## src/rtl/lfs_pkg.sv

```systemverilog
package lfs_pkg;
  localparam int NFT       = 4;
  localparam int FT_OPEN   = 0;
  localparam int FT_OCUR   = 1;
  localparam int FT_STRIKE = 2;
  localparam int FT_OVOLT  = 3;
  typedef logic [NFT-1:0] fvec_t;
endpackage

```

## src/rtl/lfs_fault_latch.sv

```systemverilog
module lfs_fault_latch
  import lfs_pkg::*;
(
  input  logic  clk,
  input  logic  rst,
  input  logic  host_clr,
  input  logic  retry_clr,
  input  fvec_t det,
  output fvec_t q
);
  fvec_t clr_mask;

  always_comb begin
    clr_mask = '0;
    if (host_clr) begin
      clr_mask = '1;
    end else if (retry_clr) begin
      clr_mask = '1;
      clr_mask[FT_OCUR] = 1'b0;
    end
  end

  // a set always wins over a clear in the same cycle
  always_ff @(posedge clk) begin
    if (rst) q <= '0;
    else     q <= det | (q & ~clr_mask);
  end

  // stored bits hold while nothing clears them
  a_r3_hold: assert property (@(posedge clk) disable iff (rst)
    (!host_clr && !retry_clr) |=> ((q & $past(q)) == $past(q)));

  // only the host clear removes a stored overcurrent bit
  a_r9_ocur_sticky: assert property (@(posedge clk) disable iff (rst)
    (q[FT_OCUR] && !host_clr) |=> q[FT_OCUR]);

  // a detect that is active during a host clear stays stored
  a_r7_set_wins: assert property (@(posedge clk) disable iff (rst)
    (host_clr && det != '0) |=> ((q & $past(det)) == $past(det)));
endmodule

```

## src/rtl/lfs_retry_ctl.sv

```systemverilog
module lfs_retry_ctl #(
  parameter int RETRY_WAIT = 4,
  parameter int MAX_TRIES  = 8
) (
  input  logic clk,
  input  logic rst,
  input  logic host_clr,
  input  logic cfg_retry,
  input  logic dim_tick,
  input  logic faulted,
  input  logic ocur_held,
  output logic retry_clr
);
  localparam int WAIT_W = $clog2(RETRY_WAIT + 1);
  localparam int TRY_W  = $clog2(MAX_TRIES + 1);
  localparam logic [WAIT_W-1:0] WAIT_LAST = WAIT_W'(RETRY_WAIT - 1);
  localparam logic [TRY_W-1:0]  TRY_CAP   = TRY_W'(MAX_TRIES);

  logic [WAIT_W-1:0] wait_cnt;
  logic [TRY_W-1:0]  tries;
  logic              eligible;

  assign eligible  = cfg_retry && faulted && !ocur_held && (tries < TRY_CAP);
  assign retry_clr = eligible && dim_tick && (wait_cnt == WAIT_LAST);

  always_ff @(posedge clk) begin
    if (rst || host_clr) begin
      wait_cnt <= '0;
      tries    <= '0;
    end else if (!eligible) begin
      wait_cnt <= '0;
    end else if (dim_tick) begin
      if (wait_cnt == WAIT_LAST) begin
        wait_cnt <= '0;
        tries    <= tries + 1'b1;
      end else begin
        wait_cnt <= wait_cnt + 1'b1;
      end
    end
  end

  // once the attempt budget is spent no retry fires until a host clear
  a_r10_budget: assert property (@(posedge clk) disable iff (rst)
    (tries == TRY_CAP && !host_clr) |=> (!retry_clr && tries == TRY_CAP));

  // a retry only ever follows a dimming tick with retry enabled
  a_r8_tick_gate: assert property (@(posedge clk) disable iff (rst)
    retry_clr |-> (dim_tick && cfg_retry));
endmodule

```

## src/rtl/lamp_fault_supervisor.sv

```systemverilog
module lamp_fault_supervisor
  import lfs_pkg::*;
#(
  parameter int NCH        = 2,
  parameter int RETRY_WAIT = 4,
  parameter int MAX_TRIES  = 8
) (
  input  logic             clk,
  input  logic             rst,
  input  logic             host_clr,
  input  logic             cfg_global,
  input  logic             cfg_retry,
  input  logic             dim_tick,
  input  logic [NCH-1:0]   det_open,
  input  logic [NCH-1:0]   det_ocur,
  input  logic [NCH-1:0]   det_nostrike,
  input  logic [NCH-1:0]   det_ovolt,
  output logic [NCH-1:0]   ch_en,
  output logic             fault_o,
  output logic [NFT*NCH-1:0] live_stat,
  output logic [NFT*NCH-1:0] latch_stat
);
  logic [NCH-1:0][NFT-1:0] det_all;
  logic [NCH-1:0][NFT-1:0] lat_q;
  logic [NCH-1:0]          ch_fault;
  logic [NCH-1:0]          retry_clr;
  logic [NCH-1:0]          en_next;

  for (genvar c = 0; c < NCH; c++) begin : g_ch
    always_comb begin
      det_all[c]            = '0;
      det_all[c][FT_OPEN]   = det_open[c];
      det_all[c][FT_OCUR]   = det_ocur[c];
      det_all[c][FT_STRIKE] = det_nostrike[c];
      det_all[c][FT_OVOLT]  = det_ovolt[c];
    end

    lfs_fault_latch i_latch (
      .clk       (clk),
      .rst       (rst),
      .host_clr  (host_clr),
      .retry_clr (retry_clr[c]),
      .det       (det_all[c]),
      .q         (lat_q[c])
    );

    assign ch_fault[c] = |lat_q[c];

    lfs_retry_ctl #(
      .RETRY_WAIT (RETRY_WAIT),
      .MAX_TRIES  (MAX_TRIES)
    ) i_retry (
      .clk       (clk),
      .rst       (rst),
      .host_clr  (host_clr),
      .cfg_retry (cfg_retry),
      .dim_tick  (dim_tick),
      .faulted   (ch_fault[c]),
      .ocur_held (lat_q[c][FT_OCUR]),
      .retry_clr (retry_clr[c])
    );

    assign en_next[c] = cfg_global ? ~(|ch_fault) : ~ch_fault[c];
  end

  assign latch_stat = lat_q;

  always_ff @(posedge clk) begin
    if (rst) begin
      live_stat <= '0;
      fault_o   <= 1'b0;
      ch_en     <= '1;
    end else begin
      live_stat <= det_all;
      fault_o   <= |ch_fault;
      ch_en     <= en_next;
    end
  end

  // in global mode a raised fault output means every channel is off
  a_r5_global_off: assert property (@(posedge clk) disable iff (rst)
    (fault_o && $past(cfg_global)) |-> (ch_en == '0));

  // with no fault reported every channel is enabled
  a_r4_idle_on: assert property (@(posedge clk) disable iff (rst)
    !fault_o |-> (ch_en == '1));

  // the fault output trails the stored bits by one cycle
  a_r6_fault_rise: assert property (@(posedge clk) disable iff (rst)
    $rose(|lat_q) |=> fault_o);
endmodule

```

## config.mk

```make
export PLATFORM = sky130hd
export DESIGN_NAME = lamp_fault_supervisor
export DESIGN_NICKNAME = d
export VERILOG_FILES = /design/src/rtl/lfs_pkg.sv /design/src/rtl/lfs_fault_latch.sv /design/src/rtl/lfs_retry_ctl.sv /design/src/rtl/lamp_fault_supervisor.sv
export SDC_FILE = /design/constraint.sdc
export NUM_CORES = 1
export LEC_CHECK = 0
export CORE_ASPECT_RATIO = 1.1
export CORE_MARGIN = 2
export CORE_UTILIZATION = 46
export CTS_BUF_LIST = sky130_fd_sc_hd__clkbuf_8 sky130_fd_sc_hd__clkbuf_16
export CTS_CLUSTER_SIZE = 8
export DETAILED_ROUTE_END_ITERATION = 8
export GPL_TIMING_DRIVEN = 0
export HOLD_SLACK_MARGIN = 0.08
export PLACE_DENSITY = 0.84
export SLEW_MARGIN = 30
export SYNTH_ARGS = -nofsm -noshare
export SYNTH_HDL_FRONTEND = slang
export SYNTH_HIERARCHICAL = 1
export SYNTH_SLANG_ARGS = --single-unit
```

## constraint.sdc

```tcl
create_clock -name clk -period 2.9 [get_ports clk]
set_input_delay 0.58 -clock clk [delete_from_list [all_inputs] [get_ports clk]]
set_output_delay 0.58 -clock clk [all_outputs]
set_load 0.02 [all_outputs]
```

* Word-level counts from Yosys, hierarchy flattened
Cells that the tools add are included.
** Operators by class
- Bitwise operators :: 11
- Mux-type cells :: 8
- Magnitude comparators :: 2
- Equality and inequality tests :: 2
- Reduce and logical (&&, ||, !) cells :: 20
- Add/subtract/negate cells :: 4
** Operators by type and width (number)
- $mux W4 :: 4
- $logic_and A1 B1 Y1 :: 10
- $add A4 B1 Y4 const B :: 2
- $and A4 B4 Y4 :: 2
- $lt A4 B4 Y1 const B :: 2
- $not A4 Y4 :: 2
- $or A4 B4 Y4 :: 2
- $reduce_or A4 Y1 :: 2
- $reduce_or A8 Y1 :: 1
- $add A3 B1 Y3 const B :: 2
- $eq A3 B2 Y1 const B :: 2
- $mux W3 :: 2
- $reduce_and A3 Y1 :: 2
- $not A1 Y1 :: 5
- $reduce_or A2 Y1 :: 2
- $logic_not A1 Y1 :: 2
- $mux W1 :: 2
- $logic_or A1 B1 Y1 :: 1
** Storage, ports and cells
- Flip-flop bits (word level) :: 33
- Input port bits :: 14

* Logic depth before layout (Yosys ltp)
- Word-level depth :: 11
- Depth in mapped cells :: 6

* Cells and area by module
The synthesis kept the hierarchy.
** By module, submodules not included
- lfs_retry_ctl :: cells an instance 37, area each 342.8 um^2, times used 2
- lamp_fault_supervisor :: cells an instance 28, area each 352.8 um^2, times used 1
- lfs_fault_latch :: cells an instance 16, area each 147.6 um^2, times used 2

* Least setup slack after synthesis
No wires, ideal clock.
- Kind :: register to register
- Start :: reg g_ch[0].i_latch.q[1]
- End :: reg g_ch[0].i_latch.q[0]
- Required time :: 2.830 ns
- Path slack :: 1.188 ns
- Arrival time :: 1.642 ns
- Setup time :: 0.070 ns
- Stages on the path, launching flop included :: 7
- Period minus slack after synthesis :: 1.712 ns
- Buffers on the path :: 0
- Path through :: dfxtp_1 nor4_4 inv_1 and4bb_4 and2_4 or3b_1 a21oi_1
** Between the ends
- Cells in the longest elaborated chain, start to end :: 11
- Elaborated cells on any way between the ends :: 12
** Ends and longest elaborated chain
- start, declared :: RTL line lfs_fault_latch.sv:9 : output fvec_t q
- start signal, assigned :: RTL line lfs_fault_latch.sv:26 : else q <= det | (q & ~clr_mask);
- $reduce_or A4 Y1 :: RTL line lamp_fault_supervisor.sv:47 : assign ch_fault[c] = |lat_q[c];
- named net ch_fault[0] :: RTL line lamp_fault_supervisor.sv:25 : logic [NCH-1:0] ch_fault;
- $logic_and A1 B1 Y1 (3 in series) :: RTL line lfs_retry_ctl.sv:23 : assign eligible = cfg_retry && faulted && !ocur_held && (tries < TRY_CAP);
- $logic_and A1 B1 Y1 (2 in series) :: RTL line lfs_retry_ctl.sv:24 : assign retry_clr = eligible && dim_tick && (wait_cnt == WAIT_LAST);
- named net retry_clr[0] :: RTL line lamp_fault_supervisor.sv:26 : logic [NCH-1:0] retry_clr;
- $mux W4 :: RTL line lfs_fault_latch.sv:17 : end else if (retry_clr) begin
- $mux W4 :: RTL line lfs_fault_latch.sv:15 : if (host_clr) begin
- $not A4 Y4 :: RTL line lfs_fault_latch.sv:26
- $and A4 B4 Y4 :: RTL line lfs_fault_latch.sv:26
- $or A4 B4 Y4 :: RTL line lfs_fault_latch.sv:26
The timed path passes the listed nets, and every way through them passes these cells.
A chain may end at the register's enable or synchronous reset.

* Final worst setup path
- Start :: in dim_tick
- End :: reg g_ch[1].i_latch.q[2]
** Between the ends
- Cells in the longest elaborated chain, start to end :: 7
** Ends and longest elaborated chain
- start, declared :: RTL line lamp_fault_supervisor.sv:13 : input logic dim_tick,
- $logic_and A1 B1 Y1 (2 in series) :: RTL line lfs_retry_ctl.sv:24
- named net retry_clr[1] :: RTL line lamp_fault_supervisor.sv:26
- $mux W4 :: RTL line lfs_fault_latch.sv:17
- $mux W4 :: RTL line lfs_fault_latch.sv:15
- $not A4 Y4 :: RTL line lfs_fault_latch.sv:26
- $and A4 B4 Y4 :: RTL line lfs_fault_latch.sv:26
- $or A4 B4 Y4 :: RTL line lfs_fault_latch.sv:26
- end signal, assigned :: RTL line lfs_fault_latch.sv:26
- end, declared :: RTL line lfs_fault_latch.sv:9
The timed path passes the listed nets, and every way through them passes these cells.

==> reports/results.env <==
OUTCOME='completed'
SYNTH.FF_LATCH_COUNT=33
MIN_PERIOD_NS=1.96
POST_ROUTE_CELLS_DRIVE_ABOVE_1_SHARE_PCT=10.3
P_LEAK_nW=0.707
AREAGROWTHSYNTHTOFINISH_PCT=34.7
SWITCHING_SHARE_PCT=23.8
CORE_AREA_MM2=0.00275
TRITONCTS='done'
DIE-HEIGHT_UM=60.5
P_COMB_SHARE_PCT=12.8
ANTENNA_LEFT=0
SYNTH-WARNING-COUNT=6
LARGEST_CLOCK_SKEW_IN_THE_FINAL_DESIGN_NS=0.00197
ROUTED_WIRELENGTH_MM=2.75
CRITPATHMAXFANOUT=12
WORST-ENDPOINT-ARRIVAL_NS=2.17
DETAILED_PLACE.AREA_MM2=0.00170
CP_CELL_SEQUENCE='clkdlybuf4s50_1, and3b_4, and2_4, or3b_1, a21oi_1'
TOTAL_POWER_W=0.000987
MAPPEDNETLISTAREA_MM2=0.00133
STD_CELL_ROWS=20
GLOBAL_ROUTE.OVERFLOW_TOTAL=0
GRT_START_MAX_NET_PINS=18
FINALCRITPERIODSHARE_PCT=67.7
WORSTHOLDSTART='g_ch[0].i_retry/wait_cnt[2]'
FILLERINSTANCES=221
REQUIRED_NS=3.11
POST_DRT_WL_PER_CELL_UM=13.3
GLOBAL_ROUTE_WIRE_LENGTH_BEFORE_REPAIR_MM=4.60
HP-CLASS='flop to flop'
ROUTED.TOP_LAYER='met4'
CRITPATHSLOWESTCELL='sky130_fd_sc_hd__clkdlybuf4s50_1'
HOLD_VIOL_FINAL=0
TRITONCTS_NUM_SINKS=33
CTS.CLK_SLEW.WORST_PATHS_NS=0.06
MAX-VDD-IR-DROP_uV=400
GRT_ANTENNA_BEFORE_REPAIR=0
POST-DP-HPWL_MM=2.02
NUMBER_OF_BUFFERS_INSERTED_TO_REPAIR_SETUP_AFTER_CTS=0
PRE_CTS_SLACK_NS=0.658
MAXIMUM_LEVEL_OF_THE_CTS_H_TREE=2
RSZ_0062_RAISED_AFTER_GLOBAL_ROUTING='no'
WORST_PIN_SLEW_NS=0.573
NETS=191
ROUTED-WL-MET3_UM=135
MAX-SLEW-MARGIN-REL_PCT=61.7
POWER.SWITCHING_W=0.000235
DIEAREA_MM2=0.00335
CRIT_TYPE='input pin to flop'
CRITPATHLAUNCHTYPE='input pin'
DETAIL_ROUTE.FIRST_PASS.ITERATIONS=4
GRT_PASS1_VIAS=1117
SEQPWRFRAC_PCT=49.1
FINAL-SETUP-VIOL-COUNT=0
FIN_WS_NS=0.938
FF_TO_FF_START='g_ch[1].i_latch/q[3]'
CRITPATHCAPTURETYPE='flop'
WL_MET1_MM=1.23
DELAY_OF_THE_SLOWEST_CRITICAL_PATH_STAGE_NS=0.58
NETLIST_INSTANCES=134
DIODES=0
POSTLAYOUTCOREUTIL_PCT=65.3
POST_CTS_HOLD_BUFFER_COUNT=0
AVGVIACOUNTPERCELL=5.26
POWER.SHARE.CLOCK_PCT=38.0
GRT_USAGE_PCT=17.7
PORT_BUFFERS=32
REPORT.FINAL.SLEW_VIOL_COUNT=0
DRC=0
CTS_BUFFERS=5
VIAS=1089
FINISH.INSTANCE_AREA_MM2=0.00180
POST_CTS_RESIZED=0
GP_ROUTABILITY_CONGESTION=0.752
MAX_CAP_VIOLATIONS=0
INITIAL_UTILIZATION_PCT=48.5
DETAIL_ROUTE.ITER0.VIOLATIONS=16
SYNTHESIS.NETS=152
R2R_SLACK_NS=1.09
MET2ROUTEDLENGTH_MM=1.34
YOSYS.CELL_TYPES.COUNT=26
SYNTHESIS.AREA_PER_INSTANCE_UM2=9.95
POWER.DENSITY_CELL_AREA_mW_PER_MM2=549
POWER.INTERNAL_W=0.000752
FMAX_MHz=510
CTS.PATH.MAX_BUFFERS=2
INSERTION_DELAY_NS=0.29
DIE_X_UM=55.3
TNS_NS=0
NUMBER_OF_PRIMARY_I_O_PINS=33
CLOCK-ROOT-BUFFER='sky130_fd_sc_hd__clkbuf_8'
SETUP.WORST_PATH.START='dim_tick'
SEQ_AREA_FRAC_SYNTH_PCT=49.5
[cell usage in the layout (no fill, tap or decap)]
master                            count
sky130_fd_sc_hd__mux2i_1              2
sky130_fd_sc_hd__dfxtp_1             33
sky130_fd_sc_hd__nor4_4               2
sky130_fd_sc_hd__clkinv_2             1
sky130_fd_sc_hd__nand2_1             12
sky130_fd_sc_hd__nor3_1               2
sky130_fd_sc_hd__or3_1                2
sky130_fd_sc_hd__clkdlybuf4s50_1     32
sky130_fd_sc_hd__and4bb_4             2
sky130_fd_sc_hd__o22a_1               2
sky130_fd_sc_hd__nand3b_1             2
sky130_fd_sc_hd__or3b_1               6
sky130_fd_sc_hd__nor2b_1              8
sky130_fd_sc_hd__clkbuf_1             1
sky130_fd_sc_hd__a31oi_1              2
sky130_fd_sc_hd__inv_1               10
sky130_fd_sc_hd__a21oi_1             13
sky130_fd_sc_hd__ha_1                 4
sky130_fd_sc_hd__clkbuf_8             7
sky130_fd_sc_hd__and3b_4              2
sky130_fd_sc_hd__and3_1               2
sky130_fd_sc_hd__nand3_2              2
sky130_fd_sc_hd__and2_4               2
sky130_fd_sc_hd__nand2b_1             9
sky130_fd_sc_hd__nand3_1              2
sky130_fd_sc_hd__o21ai_0              4
sky130_fd_sc_hd__nand4_1              2
sky130_fd_sc_hd__nor2_1               4
sky130_fd_sc_hd__nand4b_1             2
[worst max-delay path: cells and delay by family]
kind                   cells  cell delay, ns
and+or+nand+nor            3            0.86
buffers and inverters      1            0.58
AOI/OAI and AO/OA          1            0.15
[power by group through the flow]
stage               logic (W)  clock network [W]  registers [W]
global placement     0.000124                  0       0.000493
detailed placement   0.000127                  0       0.000494
finish               0.000127           0.000375       0.000485
global route         0.000135           0.000402       0.000486
floorplan           0.0000383                  0       0.000514
CTS                  0.000127           0.000385       0.000485
[worst paths after layout]
check | cells after the start | end
max | 5 | g_ch[1].i_latch/q[2]
min | 2 | g_ch[0].i_retry/wait_cnt[2]
max reg2reg | 6 | g_ch[1].i_latch/q[2]
min reg2reg | 2 | g_ch[0].i_retry/wait_cnt[2]
[per-layer routing]
metal	up-vias	GRT usage (%)
li1	540	-
met3	6	7.04
met1	517	19.0
met5	-	0
met2	26	31.8
met4	0	6.97
[layout make-up]
class	instances	area (um2)	share of cell area, %
Timing Repair Buffer	32	320	17.8
Tap cell	33	41.3	2.30
Multi-Input combinational cell	90	632	35.2
Clock buffer	7	96.3	5.36
Buffer	1	3.75	0.209
Inverter	10	37.5	2.09
Sequential cell	33	661	36.8
Clock inverter	1	5.00	0.279
[registers in the layout, summed over array words and instances (netlist names)]
name / count
live_stat: 8
g_ch.i_retry/tries: 8
fault_o: 1
ch_en: 2
g_ch.i_retry/wait_cnt: 6
g_ch.i_latch/q: 8
[cell families after synthesis]
kind of cell / Yosys count / share of synthesized area (%)
flip-flops: 33 / 49.5
buffers and inverters: 11 / 3.10
AND/OR/NAND/NOR: 63 / 33.5
multiplexers: 2 / 1.50
AO/OA/AOI/OAI: 21 / 8.63
adder cells (fa/ha/maj): 4 / 3.75
[cells in the mapped netlist]
cell type                   n  area [um2]
sky130_fd_sc_hd__clkbuf_1   1        3.75
sky130_fd_sc_hd__a31oi_1    2        12.5
sky130_fd_sc_hd__o21ai_0    4        20.0
sky130_fd_sc_hd__or3b_1     6        52.6
sky130_fd_sc_hd__nand4_1    2        12.5
sky130_fd_sc_hd__and2_4     2        17.5
sky130_fd_sc_hd__ha_1       4        50.1
sky130_fd_sc_hd__nor4_4     2        42.5
sky130_fd_sc_hd__nor2b_1    8        50.1
sky130_fd_sc_hd__and3b_4    2        25.0
sky130_fd_sc_hd__dfxtp_1   33         661
sky130_fd_sc_hd__nor2_1     4        15.0
sky130_fd_sc_hd__o22a_1     2        17.5
sky130_fd_sc_hd__nand2_1   12        45.0
sky130_fd_sc_hd__nand3_2    2        20.0
sky130_fd_sc_hd__mux2i_1    2        20.0
sky130_fd_sc_hd__inv_1     10        37.5
sky130_fd_sc_hd__nor3_1     2        10.0
sky130_fd_sc_hd__and3_1     2        12.5
sky130_fd_sc_hd__a21oi_1   13        65.1
sky130_fd_sc_hd__or3_1      2        12.5
sky130_fd_sc_hd__nand3_1    2        10.0
sky130_fd_sc_hd__and4bb_4   2        32.5
sky130_fd_sc_hd__nand4b_1   2        17.5
sky130_fd_sc_hd__nand3b_1   2        15.0
sky130_fd_sc_hd__nand2b_1   9        56.3
[per-stage QoR]
stage               std cells  hold WS, ns
finish                    207        0.437
global route              207        0.467
CTS                       207        0.438
detailed placement        199        0.428
global placement          199        0.422
floorplan                 134        0.413
Power figures use the tool's default switching activity.
